===== src/rtl/pcseq_pkg.sv =====
package pcseq_pkg;

  localparam int unsigned DEF_PC_W  = 32;
  localparam int unsigned DEF_IMM_W = 16;
  localparam int unsigned DEF_JF_W  = 26;

  // one-hot source select for the next program counter
  typedef enum logic [2:0] {
    SEL_SEQ = 3'b001,
    SEL_BR  = 3'b010,
    SEL_JMP = 3'b100
  } nxt_sel_e;

endpackage


===== src/rtl/pcseq_incr.sv =====
module pcseq_incr #(
  parameter int unsigned PC_W = pcseq_pkg::DEF_PC_W,
  parameter int unsigned STEP = 4
) (
  input  logic [PC_W-1:0] pc_cur,
  output logic [PC_W-1:0] pc_seq
);

  localparam logic [PC_W-1:0] STEP_V = PC_W'(STEP);

  function automatic logic [PC_W-1:0] f_step(input logic [PC_W-1:0] a);
    return a + STEP_V;
  endfunction

  assign pc_seq = f_step(pc_cur);

endmodule


===== src/rtl/pcseq_target_gen.sv =====
module pcseq_target_gen #(
  parameter int unsigned PC_W  = pcseq_pkg::DEF_PC_W,
  parameter int unsigned IMM_W = pcseq_pkg::DEF_IMM_W,
  parameter int unsigned JF_W  = pcseq_pkg::DEF_JF_W
) (
  input  logic [PC_W-1:0]  pc_plus4,
  input  logic [IMM_W-1:0] imm_off,
  input  logic [JF_W-1:0]  jmp_field,
  output logic [PC_W-1:0]  br_offset,
  output logic [PC_W-1:0]  br_target,
  output logic [PC_W-1:0]  jmp_target
);

  localparam int EXT_W  = PC_W - IMM_W - 2;
  localparam int KEEP_W = PC_W - JF_W - 2;

  // sign-extend a word offset and scale it to bytes
  function automatic logic [PC_W-1:0] f_word_offset(input logic [IMM_W-1:0] imm);
    return {{EXT_W{imm[IMM_W-1]}}, imm, 2'b00};
  endfunction

  function automatic logic [PC_W-1:0] f_rel_target(input logic [PC_W-1:0] base,
                                                  input logic [PC_W-1:0] ofs);
    return base + ofs;
  endfunction

  assign br_offset = f_word_offset(imm_off);
  assign br_target = f_rel_target(pc_plus4, br_offset);

  // region bits are kept only when the field does not fill the whole word
  generate
    if (KEEP_W > 0) begin : g_region
      assign jmp_target = {pc_plus4[PC_W-1 -: KEEP_W], jmp_field, 2'b00};
    end else begin : g_flat
      assign jmp_target = PC_W'({jmp_field, 2'b00});
    end
  endgenerate

endmodule


===== src/rtl/pcseq_next_sel.sv =====
module pcseq_next_sel #(
  parameter int unsigned PC_W = pcseq_pkg::DEF_PC_W
) (
  input  logic                jmp_req,
  input  logic                br_req,
  input  logic                alu_zero,
  input  logic [PC_W-1:0]     seq_addr,
  input  logic [PC_W-1:0]     br_addr,
  input  logic [PC_W-1:0]     jmp_addr,
  output pcseq_pkg::nxt_sel_e sel,
  output logic                br_taken,
  output logic [PC_W-1:0]     next_pc
);
  import pcseq_pkg::*;

  assign br_taken = br_req & alu_zero;

  // fixed priority: jump, then taken branch, then sequential
  always_comb begin
    if (jmp_req)       sel = SEL_JMP;
    else if (br_taken) sel = SEL_BR;
    else               sel = SEL_SEQ;
  end

  always_comb begin
    unique case (sel)
      SEL_JMP: next_pc = jmp_addr;
      SEL_BR:  next_pc = br_addr;
      default: next_pc = seq_addr;
    endcase
  end

endmodule


===== src/rtl/pc_sequencer.sv =====
module pc_sequencer #(
  parameter int unsigned PC_W     = pcseq_pkg::DEF_PC_W,
  parameter int unsigned IMM_W    = pcseq_pkg::DEF_IMM_W,
  parameter int unsigned JF_W     = pcseq_pkg::DEF_JF_W,
  parameter logic [31:0] RESET_PC = 32'h0000_0000
) (
  input  logic             clk,
  input  logic             rst,
  input  logic             br_req,
  input  logic             alu_zero,
  input  logic             jmp_req,
  input  logic [IMM_W-1:0] imm_off,
  input  logic [JF_W-1:0]  jmp_field,
  output logic [PC_W-1:0]  pc_o,
  output logic [PC_W-1:0]  pc_plus4_o
);
  import pcseq_pkg::*;

  localparam logic [PC_W-1:0] RST_V = PC_W'(RESET_PC);
  localparam int KEEP_W = PC_W - JF_W - 2;

  logic [PC_W-1:0] pc_q;
  logic [PC_W-1:0] pc_plus4;
  logic [PC_W-1:0] br_offset;
  logic [PC_W-1:0] br_target;
  logic [PC_W-1:0] jmp_target;
  logic [PC_W-1:0] next_pc;
  logic            br_taken;
  nxt_sel_e        sel;

  pcseq_incr #(.PC_W(PC_W), .STEP(4)) u_incr (
    .pc_cur (pc_q),
    .pc_seq (pc_plus4)
  );

  pcseq_target_gen #(.PC_W(PC_W), .IMM_W(IMM_W), .JF_W(JF_W)) u_tgt (
    .pc_plus4   (pc_plus4),
    .imm_off    (imm_off),
    .jmp_field  (jmp_field),
    .br_offset  (br_offset),
    .br_target  (br_target),
    .jmp_target (jmp_target)
  );

  pcseq_next_sel #(.PC_W(PC_W)) u_sel (
    .jmp_req  (jmp_req),
    .br_req   (br_req),
    .alu_zero (alu_zero),
    .seq_addr (pc_plus4),
    .br_addr  (br_target),
    .jmp_addr (jmp_target),
    .sel      (sel),
    .br_taken (br_taken),
    .next_pc  (next_pc)
  );

  always_ff @(posedge clk) begin
    if (rst) pc_q <= RST_V;
    else     pc_q <= next_pc;
  end

  assign pc_o       = pc_q;
  assign pc_plus4_o = pc_plus4;

  AST_RESET_CLEARS: assert property (@(posedge clk)
    rst |=> (pc_q == RST_V));

  AST_SEQ_STEP: assert property (@(posedge clk) disable iff (rst)
    (!jmp_req && !(br_req && alu_zero)) |=> (pc_q == $past(pc_q) + PC_W'(4)));

  AST_BRANCH_TAKE: assert property (@(posedge clk) disable iff (rst)
    (!jmp_req && br_taken) |=> (pc_q == $past(pc_plus4) + $past(br_offset)));

  AST_NOT_TAKEN: assert property (@(posedge clk) disable iff (rst)
    (!jmp_req && br_req && !alu_zero) |=> (pc_q == $past(pc_plus4)));

  AST_JUMP_WINS: assert property (@(posedge clk) disable iff (rst)
    jmp_req |=> (pc_q[JF_W+1:0] == {$past(jmp_field), 2'b00}));

  AST_JUMP_REGION: assert property (@(posedge clk) disable iff (rst)
    jmp_req |=> (pc_q[PC_W-1 -: KEEP_W] == $past(pc_plus4[PC_W-1 -: KEEP_W])));

  AST_SEL_ONEHOT: assert property (@(posedge clk) disable iff (rst)
    $countones(sel) == 1);

  AST_INCR_REL: assert property (@(posedge clk) disable iff (rst)
    (pc_plus4 - pc_q) == PC_W'(4));

  AST_ALIGNED: assert property (@(posedge clk) disable iff (rst)
    pc_q[1:0] == 2'b00);

endmodule


===== config.mk =====
export PLATFORM = sky130hd
export DESIGN_NAME = pc_sequencer
export DESIGN_NICKNAME = d
export VERILOG_FILES = /design/src/rtl/pcseq_pkg.sv /design/src/rtl/pcseq_incr.sv /design/src/rtl/pcseq_target_gen.sv /design/src/rtl/pcseq_next_sel.sv /design/src/rtl/pc_sequencer.sv
export SDC_FILE = /design/constraint.sdc
export NUM_CORES = 1
export LEC_CHECK = 0
export BUFFER_PORTS_ARGS = -buffer_cell sky130_fd_sc_hd__buf_2
export CORE_UTILIZATION = 40
export CTS_BUF_LIST = sky130_fd_sc_hd__clkbuf_16
export CTS_CLUSTER_DIAMETER = 80
export DETAILED_ROUTE_END_ITERATION = 10
export SKIP_CTS_REPAIR_TIMING = 1
export SYNTH_ARGS = -nofsm -noshare
export SYNTH_HDL_FRONTEND = slang
export SYNTH_HIERARCHICAL = 1
export SYNTH_SLANG_ARGS = --single-unit

===== constraint.sdc =====
create_clock -name clk -period 4.05 [get_ports clk]
set_input_delay 0.81 -clock clk [delete_from_list [all_inputs] [get_ports clk]]
set_output_delay 0.81 -clock clk [all_outputs]
set_load 0.02 [all_outputs]

==> reports/metrics.cfg, run 1 <==
[sta]
slew_headroom=0.323
tightest_slew_ns=1.02
hold_violations=0
finalSetupViolCount=0
fin_tns_setup_ns=0
rsz0062_at_grt=no
period_needed_ns=3.79
timing.fmax_ghz=0.264
fin_skew_ns=0.00500
drv_slew=0
finalCritPeriodShare=0.935

[finish]
drive_above_1_share=0.305
fill_cells=1111
largest_register_ffs=32
area_delta_synth_final_pct=11.4
most-common-layout-cells=109 x buf_2, 61 x nand2_1, 48 x inv_1
layout.nets=706
final_common_cell=buf_2
antenna_cells=0
final_area_um2=5130

[min_path]
hold_depth=3
min_path_type=register to register
hold_start=pc_o[0]
whs_endpoint=pc_o[0]

[yosys]
netlist_area_um2=4610
syn_area_per_cell_um2=8.05
syn_inst=572
ys_warn_count=6

[critical_path]
critPathSlowestCell=or2_2
regToRegStartpoint=pc_o[2]
cp-end-kind=register
worstPathArrival_ns=3.99
critPathLaunch=pc_o[2]
path_class=register to register
max_stage_delay_ns=0.41
crit_chain=nand4_1, or2_2, nor2_1, xor2_1, ha_1, a21oi_4, o211ai_2, a21oi_2, a2111oi_4, o21a_1, or4_1, o311ai_1, nand4b_1, o311ai_1, nor2b_1
r2r-end=pc_o[27]
r2r_cells=15
required_ns=4.26
cp_common_cell=o311ai_1
r2r_slack_ns=0.26
cp_max_fo=7
start_kind=register

[clock_tree]
htreeDepth=2
root_buffer=clkbuf_16
path_clk_slew_ns=0.06
cts_buffer_depth=2
clk_latency_ns=0.28
clock-sinks=32
numCtsBuffers=5
cts_tree=yes

[global_route]
antenna_found_initial=0
grt_max_degree=97
grt_pass1_wl_um=20900
gr-total-overflow=0
grt_usage=0.221
first_global_vias=4134

[route]
dr.pass1.iters=5
drt_iter0_markers=221
drt_wl_total_um=13100
routed_wire_length_per_instance_um=17.0
drc=0
drtAntennaViolNets=0
via_count=4235
routed_via_density=5.51

[placed_design]
placed_area_um2=4930
portBuffers=110
routabilityCongestion=0.882
dp_hpwl_um=9580

[floorplanning]
row_count=38
die_x_um=109
start_util=0.418
die_height_um=109
core-area_um2=11000
ios=111
die_area_um2=11900

[run_status]
status=complete, no violations

[job]
drv_cap=0

[power_and_ir_drop]
p_per_area_nw_per_um2=267
vdd_ir_drop_max_mv=0.191
power_leakage_nw=2.33

==> area by class of cell <==
cell class,count,area [um2],share of cell area
Clock buffer,5,125,0.0244
Clock inverter,3,11.3,0.00219
Inverter,46,173,0.0336
Multi-Input combinational cell,421,3360,0.654
Sequential cell,32,644,0.126
Tap cell,140,175,0.0341
Timing Repair Buffer,122,647,0.126
==> through the flow <==
stage / hold slack, ns / worst slack [ns] / total power (W) / utilization / instances
global route: 0.692 / 0.00346 / 0.00146 / 0.465 / 769
floorplan: 0.852 / 0.160 / 0.000867 / - / 573
CTS: 0.665 / 0.0907 / 0.00138 / 0.459 / 769
global placement: 0.634 / 0.175 / 0.000997 / 0.447 / 761
finish: 0.665 / 0.263 / 0.00137 / 0.465 / 769
detailed placement: 0.647 / 0.125 / 0.00100 / 0.447 / 761
==> per-layer routing <==
| layer | global-route usage | up-vias | part of all wire | wire, um |
|---|---|---|---|---|
| li1 | - | 2112 | - | - |
| met1 | 0.304 | 1990 | 0.48 | 6330 |
| met2 | 0.371 | 127 | 0.45 | 5950 |
| met3 | 0.0296 | 6 | 0.055 | 714 |
| met4 | 0.0400 | 0 | 0.0067 | 87 |
| met5 | 0 | - | 0 | 0 |
==> worst max-delay path: cells and delay by family, from the launching register on <==
family	cells	cell delay, ns
xor+xnor	1	0.24
fa+ha+maj	1	0.39
simple gates	6	1.51
compound gates	7	1.17
flops	1	0.39
==> how the worst max path moves through the flow <==
stage / endpoint / slack, ns / cells after the start
5_1_grt: pc_o[27] / 0.003 / 15
3_3_place_gp: pc_o[27] / 0.18 / 16
6_report: pc_o[27] / 0.26 / 15
4_1_cts: pc_o[27] / 0.09 / 16
3_5_place_dp: pc_o[27] / 0.13 / 16
2_1_floorplan: pc_o[27] / 0.16 / 17
==> report_power, final <==
group          leakage, nW  switching (W)  internal (W)
clock               0.0738       0.000146      0.000221
sequential           0.265      0.0000319      0.000339
combinational         1.99       0.000375      0.000259
No activity file was read; power rests on OpenSTA's default activity.
==> run 2: changes to the inputs <==
--- a/config.mk
+++ b/config.mk
@@ -7,7 +7,6 @@
 export LEC_CHECK = 0
 export BUFFER_PORTS_ARGS = -buffer_cell sky130_fd_sc_hd__buf_2
 export CORE_UTILIZATION = 40
-export CTS_BUF_LIST = sky130_fd_sc_hd__clkbuf_16
 export CTS_CLUSTER_DIAMETER = 80
 export DETAILED_ROUTE_END_ITERATION = 10
 export SKIP_CTS_REPAIR_TIMING = 1
==> run 2 against run 1 <==
  * Via count up 0.50%
  * Non-clock buffer count unchanged
  * Design area up 0.20%
  * Largest power group unchanged
  * Register-to-register slack about the same
  * Maximum frequency about the same
==> reports/metrics.cfg, run 2 (same netlist as run 1, synthesis figures left out) <==
[critical_path]
start_kind=register
cp-end-kind=register
r2r-end=pc_o[27]
regToRegStartpoint=pc_o[2]
cp_max_fo=7  ; unchanged
required_ns=4.26  ; about the same
critPathSlowestCell=or2_2
cp_common_cell=o311ai_1
worstPathArrival_ns=3.99  ; about the same
path_class=register to register
max_stage_delay_ns=0.41  ; about the same
r2r_cells=15  ; unchanged
r2r_slack_ns=0.27  ; about the same
crit_chain=nand4_1, or2_2, nor2_1, xor2_1, ha_1, a21oi_4, o211ai_2, a21oi_2, a2111oi_4, o21a_1, or4_1, o311ai_1, nand4b_1, o311ai_1, nor2b_1

[placed_design]
portBuffers=110  ; unchanged
placed_area_um2=4930  ; unchanged
routabilityCongestion=0.882  ; unchanged
dp_hpwl_um=9580  ; unchanged

[finish]
layout.nets=706  ; unchanged
most-common-layout-cells=109 x buf_2, 61 x nand2_1, 46 x inv_1
drive_above_1_share=0.307  ; +0.00159
fill_cells=1108  ; -0.27%
largest_register_ffs=32  ; unchanged
final_area_um2=5140  ; +0.20%
antenna_cells=0  ; unchanged
seq_area_um2=644  ; unchanged
multiInputGateArea_um2=3360  ; unchanged
area_delta_synth_final_pct=11.7
fin_util=0.466  ; +0.000908
final_common_cell=buf_2

[global_route]
gr-total-overflow=0  ; unchanged
grt_max_degree=97  ; unchanged
top_usage_layer=met2
antenna_found_initial=0  ; unchanged
use_met3=0.0296  ; unchanged
grt_usage=0.222  ; +0.000376
met1_usage=0.304  ; +0.000359
grt_pass1_wl_um=20900  ; +0.17%
first_global_vias=4131  ; -0.073%
use_met2=0.372  ; +0.000898

[sta]
timing.fmax_ghz=0.264  ; about the same
period_needed_ns=3.78  ; -0.00325 ns
tightest_slew_ns=1.02  ; +0.00228 ns
drv_slew=0  ; unchanged
rsz0062_at_grt=no
finalSetupViolCount=0  ; unchanged
slew_headroom=0.322  ; -0.00152
fin_tns_setup_ns=0  ; unchanged
finalCritPeriodShare=0.934  ; about the same
hold_violations=0  ; unchanged
fin_skew_ns=0.00471  ; -0.000294 ns

[route]
routed_via_density=5.53  ; +0.50%
drc=0  ; unchanged
dr.pass1.iters=5  ; unchanged
drtAntennaViolNets=0  ; unchanged
via_count=4256  ; +0.50%
drt_wl_total_um=13100  ; +0.15%
drt_iter0_markers=228  ; +3.2%
routed_wire_length_per_instance_um=17.0  ; +0.15%

[clock_tree]
numCtsBuffers=5  ; unchanged
clk_latency_ns=0.28  ; about the same
path_clk_slew_ns=0.06  ; about the same
cts_buffer_depth=2  ; unchanged
cts_tree=yes
root_buffer=clkbuf_16
clock-sinks=32  ; unchanged
htreeDepth=2  ; unchanged

[floorplanning]
die_height_um=109  ; unchanged
die_area_um2=11900  ; unchanged
core-area_um2=11000  ; unchanged
row_count=38  ; unchanged
die_x_um=109  ; unchanged
start_util=0.418  ; unchanged
ios=111  ; unchanged

[power_and_ir_drop]
p_per_area_nw_per_um2=272  ; +1.7%
vdd_ir_drop_max_mv=0.192  ; +0.33%
power_leakage_nw=2.33  ; -0.11%

[min_path]
min_path_type=register to register
whs_endpoint=pc_o[0]
hold_depth=3  ; unchanged
hold_start=pc_o[0]

[run_status]
status=complete, no violations

[job]
drv_cap=0  ; unchanged

[run 2: stage by stage]
| stage | setup WS (ns) | hold slack [ns] | instances | power [W] |
|---|---|---|---|---|
| detailed placement | 0.125 | 0.647 | 761 | 0.00100 |
| CTS | 0.0905 | 0.665 | 769 | 0.00140 |
| global placement | 0.175 | 0.634 | 761 | 0.000997 |
| finish | 0.266 | 0.665 | 769 | 0.00140 |
| floorplan | 0.160 | 0.852 | 573 | 0.000867 |
| global route | 0.00327 | 0.692 | 769 | 0.00149 |
[run 2: worst max path at each step]
stage | start | to | slack (ns) | depth (start not counted)
after CTS | pc_o[9] | pc_o[27] | 0.09 | 16
after floorplan | pc_o[2] | pc_o[27] | 0.16 | 17
final | pc_o[2] | pc_o[27] | 0.27 | 15
after detailed placement | pc_o[9] | pc_o[27] | 0.13 | 16
after global placement | pc_o[9] | pc_o[27] | 0.18 | 16
after global routing | pc_o[2] | pc_o[27] | 0.003 | 15
[run 2: critical path: cells and delay by family, from the launching register on]
kind	cells	cell delay, ns
AND/OR/NAND/NOR	6	1.52
AO/OA/AOI/OAI	7	1.17
flip-flops	1	0.39
adder cells (fa/ha/maj)	1	0.39
XOR/XNOR	1	0.24
[run 2: final cells by class]
class | count | area share
clock buffer | 8 | 0.0285
timing repair buffer | 122 | 0.126
inverter | 46 | 0.0336
sequential | 32 | 0.125
multi-input combinational | 421 | 0.653
tap | 140 | 0.0341
[run 2: routing by layer]
layer / up-vias / share of wire
met5: - / 0
met1: 2008 / 0.48
li1: 2116 / -
met3: 6 / 0.053
met4: 0 / 0.0064
met2: 126 / 0.46
[run 2: power breakdown]
group          switching [W]  leakage [nW]  internal (W)
clock               0.000148        0.0712      0.000246
sequential         0.0000318         0.265      0.000339
combinational       0.000376          1.99      0.000259
total               0.000555          2.33      0.000843
